`config.mk`:
```
export PLATFORM = sky130hd
export DESIGN_NAME = clmul_acc
export DESIGN_NICKNAME = d
export VERILOG_FILES = /design/src/rtl/clmul_pkg.sv /design/src/rtl/clmul_step.sv /design/src/rtl/clmul_ctrl.sv /design/src/rtl/clmul_hilo.sv /design/src/rtl/clmul_acc.sv
export SDC_FILE = /design/constraint.sdc
export NUM_CORES = 1
export LEC_CHECK = 0
export BUFFER_PORTS_ARGS = -buffer_cell sky130_fd_sc_hd__buf_4
export CORE_AREA = 4 4 157 159
export CTS_BUF_LIST = sky130_fd_sc_hd__clkbuf_4
export DETAILED_ROUTE_END_ITERATION = 8
export DIE_AREA = 0 0 161 163
export PLACE_DENSITY = 0.73
export REMOVE_ABC_BUFFERS = 1
export SYNTH_ARGS = -nofsm -noshare
export SYNTH_HDL_FRONTEND = slang
export SYNTH_HIERARCHICAL = 1
export SYNTH_SLANG_ARGS = --single-unit
```
`constraint.sdc`:
```
create_clock -name clk_i -period 1.94 [get_ports clk_i]
set_input_delay 0.291 -clock clk_i [delete_from_list [all_inputs] [get_ports clk_i]]
set_output_delay 0.291 -clock clk_i [all_outputs]
set_load 0.01 [all_outputs]
```
`src/rtl/clmul_pkg.sv`:
```
package clmul_pkg;
  typedef enum logic {
    MODE_LOAD = 1'b0,
    MODE_XOR  = 1'b1
  } clmul_mode_e;
endpackage

```
`src/rtl/clmul_step.sv`:
```
module clmul_step #(
  parameter int W = 32
) (
  input  logic [W-1:0]   a_i,
  input  logic [2*W-1:0] b_i,
  input  logic [2*W-1:0] p_i,
  output logic [W-1:0]   a_o,
  output logic [2*W-1:0] b_o,
  output logic [2*W-1:0] p_o
);
  always_comb begin
    p_o = a_i[0] ? (p_i ^ b_i) : p_i;
    a_o = a_i >> 1;
    b_o = b_i << 1;
  end
endmodule

```
`src/rtl/clmul_ctrl.sv`:
```
module clmul_ctrl #(
  parameter int W            = 32,
  parameter int BITS_PER_CYC = 1
) (
  input  logic clk_i,
  input  logic rst_ni,
  input  logic start_i,
  output logic load_o,
  output logic busy_o,
  output logic last_o
);
  localparam int NSTEP = W / BITS_PER_CYC;
  localparam int CW    = (NSTEP > 1) ? $clog2(NSTEP) : 1;

  logic          busy_q;
  logic [CW-1:0] cnt_q;

  assign load_o = start_i & ~busy_q;
  assign busy_o = busy_q;
  assign last_o = busy_q & (cnt_q == CW'(NSTEP - 1));

  always_ff @(posedge clk_i or negedge rst_ni) begin
    if (!rst_ni) begin
      busy_q <= 1'b0;
      cnt_q  <= '0;
    end else if (load_o) begin
      busy_q <= 1'b1;
      cnt_q  <= '0;
    end else if (busy_q) begin
      if (last_o) begin
        busy_q <= 1'b0;
        cnt_q  <= '0;
      end else begin
        cnt_q <= cnt_q + CW'(1);
      end
    end
  end

  // progress is unaffected by start while busy
  p_busy_advance_r7: assert property (@(posedge clk_i) disable iff (!rst_ni)
    (busy_q && !last_o) |=> (busy_q && cnt_q == $past(cnt_q) + CW'(1)));

  p_cnt_range_r6: assert property (@(posedge clk_i) disable iff (!rst_ni)
    busy_q |-> (int'(cnt_q) < NSTEP));

  p_last_ends_r6: assert property (@(posedge clk_i) disable iff (!rst_ni)
    last_o |=> !busy_q);
endmodule

```
`src/rtl/clmul_hilo.sv`:
```
module clmul_hilo
  import clmul_pkg::*;
#(
  parameter int W = 32
) (
  input  logic            clk_i,
  input  logic            rst_ni,
  input  logic            commit_i,
  input  clmul_mode_e     mode_i,
  input  logic [2*W-1:0]  prod_i,
  output logic [W-1:0]    hi_o,
  output logic [W-1:0]    lo_o,
  output logic            done_o,
  output logic            ext_clr_o
);
  logic [W-1:0] hi_q, lo_q;
  logic         done_q, clr_q;

  always_ff @(posedge clk_i or negedge rst_ni) begin
    if (!rst_ni) begin
      hi_q   <= '0;
      lo_q   <= '0;
      done_q <= 1'b0;
      clr_q  <= 1'b0;
    end else begin
      done_q <= commit_i;
      clr_q  <= commit_i & (mode_i == MODE_LOAD);
      if (commit_i) begin
        if (mode_i == MODE_XOR) begin
          hi_q <= hi_q ^ prod_i[2*W-1:W];
          lo_q <= lo_q ^ prod_i[W-1:0];
        end else begin
          hi_q <= prod_i[2*W-1:W];
          lo_q <= prod_i[W-1:0];
        end
      end
    end
  end

  assign hi_o      = hi_q;
  assign lo_o      = lo_q;
  assign done_o    = done_q;
  assign ext_clr_o = clr_q;

  p_hold_r9: assert property (@(posedge clk_i) disable iff (!rst_ni)
    !commit_i |=> ($stable(hi_q) && $stable(lo_q)));

  p_clr_with_done_r5: assert property (@(posedge clk_i) disable iff (!rst_ni)
    clr_q |-> done_q);

  p_done_pulse_r6: assert property (@(posedge clk_i) disable iff (!rst_ni)
    done_q |=> !done_q);

  p_hi_msb_zero_r8: assert property (@(posedge clk_i) disable iff (!rst_ni)
    !hi_q[W-1]);
endmodule

```
`src/rtl/clmul_acc.sv`:
```
module clmul_acc
  import clmul_pkg::*;
#(
  parameter int W            = 32,
  parameter int BITS_PER_CYC = 1
) (
  input  logic         clk_i,
  input  logic         rst_ni,
  input  logic         start_i,
  input  logic         acc_i,
  input  logic [W-1:0] op_a_i,
  input  logic [W-1:0] op_b_i,
  output logic [W-1:0] hi_o,
  output logic [W-1:0] lo_o,
  output logic         ext_clr_o,
  output logic         done_o
);
  localparam int PW = 2 * W;

  logic          load, busy, last;
  logic [W-1:0]  a_q;
  logic [PW-1:0] b_q, p_q;
  clmul_mode_e   mode_q;

  logic [W-1:0]  a_ch [BITS_PER_CYC+1];
  logic [PW-1:0] b_ch [BITS_PER_CYC+1];
  logic [PW-1:0] p_ch [BITS_PER_CYC+1];

  assign a_ch[0] = a_q;
  assign b_ch[0] = b_q;
  assign p_ch[0] = p_q;

  for (genvar g = 0; g < BITS_PER_CYC; g++) begin : g_step
    clmul_step #(.W(W)) u_step (
      .a_i(a_ch[g]),   .b_i(b_ch[g]),   .p_i(p_ch[g]),
      .a_o(a_ch[g+1]), .b_o(b_ch[g+1]), .p_o(p_ch[g+1])
    );
  end

  clmul_ctrl #(.W(W), .BITS_PER_CYC(BITS_PER_CYC)) u_ctrl (
    .clk_i, .rst_ni, .start_i,
    .load_o(load), .busy_o(busy), .last_o(last)
  );

  always_ff @(posedge clk_i or negedge rst_ni) begin
    if (!rst_ni) begin
      a_q    <= '0;
      b_q    <= '0;
      p_q    <= '0;
      mode_q <= MODE_LOAD;
    end else if (load) begin
      a_q    <= op_a_i;
      b_q    <= {{W{1'b0}}, op_b_i};
      p_q    <= '0;
      mode_q <= clmul_mode_e'(acc_i);
    end else if (busy) begin
      a_q <= a_ch[BITS_PER_CYC];
      b_q <= b_ch[BITS_PER_CYC];
      p_q <= p_ch[BITS_PER_CYC];
    end
  end

  clmul_hilo #(.W(W)) u_hilo (
    .clk_i, .rst_ni,
    .commit_i(last), .mode_i(mode_q), .prod_i(p_ch[BITS_PER_CYC]),
    .hi_o, .lo_o, .done_o, .ext_clr_o
  );

  p_prod_msb_zero_r8: assert property (@(posedge clk_i) disable iff (!rst_ni)
    last |-> !p_ch[BITS_PER_CYC][PW-1]);

  p_mode_held_r7: assert property (@(posedge clk_i) disable iff (!rst_ni)
    (busy && !last) |=> $stable(mode_q));

  initial begin
    assert (BITS_PER_CYC >= 1 && (W % BITS_PER_CYC) == 0)
      else $error("BITS_PER_CYC must divide W");
  end
endmodule

```
==> impl_metrics.toml <==
[global_route]
overflow = 0
track_usage_pct = 19.0
grt_pass1_vias = 8686
grt_max_degree = 114
grt_first_pass_wirelength_um = 42000
antenna_found_initial = 0

[sta]
max_clock_freq_mhz = 544
period_needed_ns = 1.84
slew_headroom_pct = 45.6
layout_setup_ws_ns = 0.102
holdWs_ns = 0.194
worst_pin_slew_ns = 0.815
drv_slew = 0
setup_viol = 0
finalSetupTns_ns = 0
period_share_pct = 94.8
hold_violations = 0
finClkSkew_ns = 0.0452

[placed_design]
place_worst_setup_slack_ns = 0.0380
port_buffers = 133
gp_congestion = 0.733
dp.cells = 1496
dp_hpwl_um = 14700

[layout]
antenna_cells = 0
fillerInstances = 1887
drive_above_1_share_pct = 25.3
utilization_pct = 63.3
stdcell_count = 1683
multi_input_area_mm2 = 0.00542
layout-area-overhead-vs-synth_pct = 16.9
regArea_mm2 = 0.00584
nNetsFinal = 1388

[critical_path]
critical_path_required_ns = 2.47
arrival_ns = 2.37
critical_path_class = "reg2reg"
critPathMaxFanout = 19
start_kind = "flip-flop"
crit_path_end_kind = "flip-flop"

[synthesis]
synth_compound_area_share_pct = 11.8
synth_common_cells = "dfrtp_1, mux2i_1, nor2_1, nand2_1, buf_4"
yosys_warnings = 6
syn_area_per_cell_um2 = 10.5
synthMuxAreaShare_pct = 12.8
synth_area_leaders = "dfrtp_1, mux2i_1, buf_4"
synth-simple-area-share_pct = 13.4
ys_types = 33
synth_edf_count = 0
synth.most_common_cell = "dfrtp_1"
synth_fa_ha_area_share_pct = 0.199
yosys.area.top_type = "dfrtp_1"
synth_xor_area_share_pct = 4.59
synthCells = 1201
syn-cell-area_mm2 = 0.0126
synthFlopType = "dfrtp_1"
ys_seq_elements = 233
synthArstFlopShare_pct = 100
synth_seq_area_share_pct = 46.3
synth_top_area_share_pct = 46.3
synth_top_family_by_area = "simple AND/OR/NAND/NOR gates"

[detailed_routing]
drc = 0
drt_iter0_drc = 484
ant_nets = 0
wire_per_inst_um = 15.3
totalWireLength_um = 25700
vias = 8843
drt-pass1-iter-count = 5
via_per_inst = 5.25

[die]
row_count = 56
die-area_mm2 = 0.0262
core_region_area_mm2 = 0.0233
start_util_pct = 54.2
die_width_um = 161
die_h_um = 163
io_pins = 134

[run]
maxCapViolCount = 0

[power]
peakVddDrop_v = 0.000843
p_leak_nw = 7.46
cellPowerDensity_mw_per_mm2 = 1630

[cts]
cts_max_level = 3
cts_inserted_buffers = 66
clk_pin_slew_ns = 0.07
clock_sinks = 233
cts_root_buf = "clkbuf_4"
insertion_delay_ns = 0.66
cts_tree = "yes"
clockBufferDepth = 3

[hold_path]
hold_path.class = "in2async"

[run_status]
outcome = "complete, no violations"
[per-stage QoR]
step                      total power [mW]  area, µm²
after floorplan                       16.2      11200
after global placement                18.5      13000
after detailed placement              19.0      13000
after CTS                             24.1      14600
after global routing                  26.0      14700
final                                 23.9      14700
[registers in the layout (all words and copies together) (netlist names)]
name / count
u_ctrl/busy_o: 1
u_hilo/done_o: 1
a_q: 32
u_hilo/hi_o: 32
u_hilo/ext_clr_o: 1
u_hilo/lo_o: 32
b_q: 64
mode_q: 1
u_ctrl/cnt_q: 5
p_q: 64
[metal layers]
layer  global-route usage, %  part of all wire [%]  up-vias
met3                    5.04                   5.1       46
met1                    24.6                    45     4275
met4                    6.71                   1.9        0
met2                    31.3                    48      179
met5                       0                     0        -
li1                        -                     -     4343
[final timing paths]
kind,startpoint,end,slack [ns],cells after the start
setup / recovery,u_ctrl/cnt_q[1]$_DFFE_PN0P_,u_hilo/hi_o[31]$_DFFE_PN0P_,0.10,7
hold / removal,rst_ni,u_hilo/lo_o[31]$_DFFE_PN0P_,0.19,2
setup reg to reg,u_ctrl/cnt_q[1]$_DFFE_PN0P_,u_hilo/hi_o[31]$_DFFE_PN0P_,0.10,7
hold reg to reg,u_ctrl/cnt_q[4]$_DFFE_PN0P_,u_ctrl/cnt_q[4]$_DFFE_PN0P_,0.52,1
max in group asynchronous,rst_ni,mode_q$_DFFE_PN0P_,1.09,3
min in group clk_i,op_a_i[5],a_q[5]$_DFFE_PN0P_,0.38,4
[timing repair]
| item | in CTS | in global routing |
|---|---|---|
| hold buffers | 67 | 0 |
| setup endpoints to repair | 0 | 62 |
| resized for setup | 0 | 7 |
| buffers inserted | 0 | 1 |
| hold endpoints to repair | 297 | 0 |
[cells in the final DEF (no fill, tap or decap), drive strengths merged]
cell type	instances
dfrtp	233
nor2	161
mux2i	160
buf	157
nand2	128
clkbuf	104
dlygate4sd3	67
xnor2	65
o21ai	64
a21oi	62
a211oi	62
and4	62
clkinv	8
inv	5
bufinv	3
a32o	3
and2	2
conb	2
a22o	2
ha	2
nand4	2
a21o	2
o211a	2
mux2	1
and3	1
and2b	1
nand3	1
xor2	1
nand2b	1
[power breakdown]
| part | internal [mW] | switching, mW |
|---|---|---|
| Combinational | 4.54 | 5.46 |
| Clock | 2.74 | 2.07 |
| Sequential | 7.31 | 1.82 |
[worst max-delay path: stages (launching register included)]
cell and delay (ns):
dfrtp_1 0.38, ha_2 0.20, and3_1 0.15, ha_2 0.20
and2_4 0.29, buf_12 0.18, nand2b_1 0.10, o211a_1 0.22
[cell families (layout without fill, tap and decap cells)]
kind of cell,after synthesis,count (layout)
simple gates,358,359
flops,233,233
compound gates,197,197
buf+inv,183,344
mux,161,161
xor+xnor,66,66
fa+ha+maj,2,2
other cells,1,2
[area by class of cell]
cell class	instances	share of cell area (%)
clock inverters	14	0.909
inverters	2	0.0510
repair buffers	228	14.8
clock buffers	100	5.10
well taps	319	2.71
multi-input cells	787	36.8
flip-flops and latches	233	39.7
(Power assumes the default switching activity.)
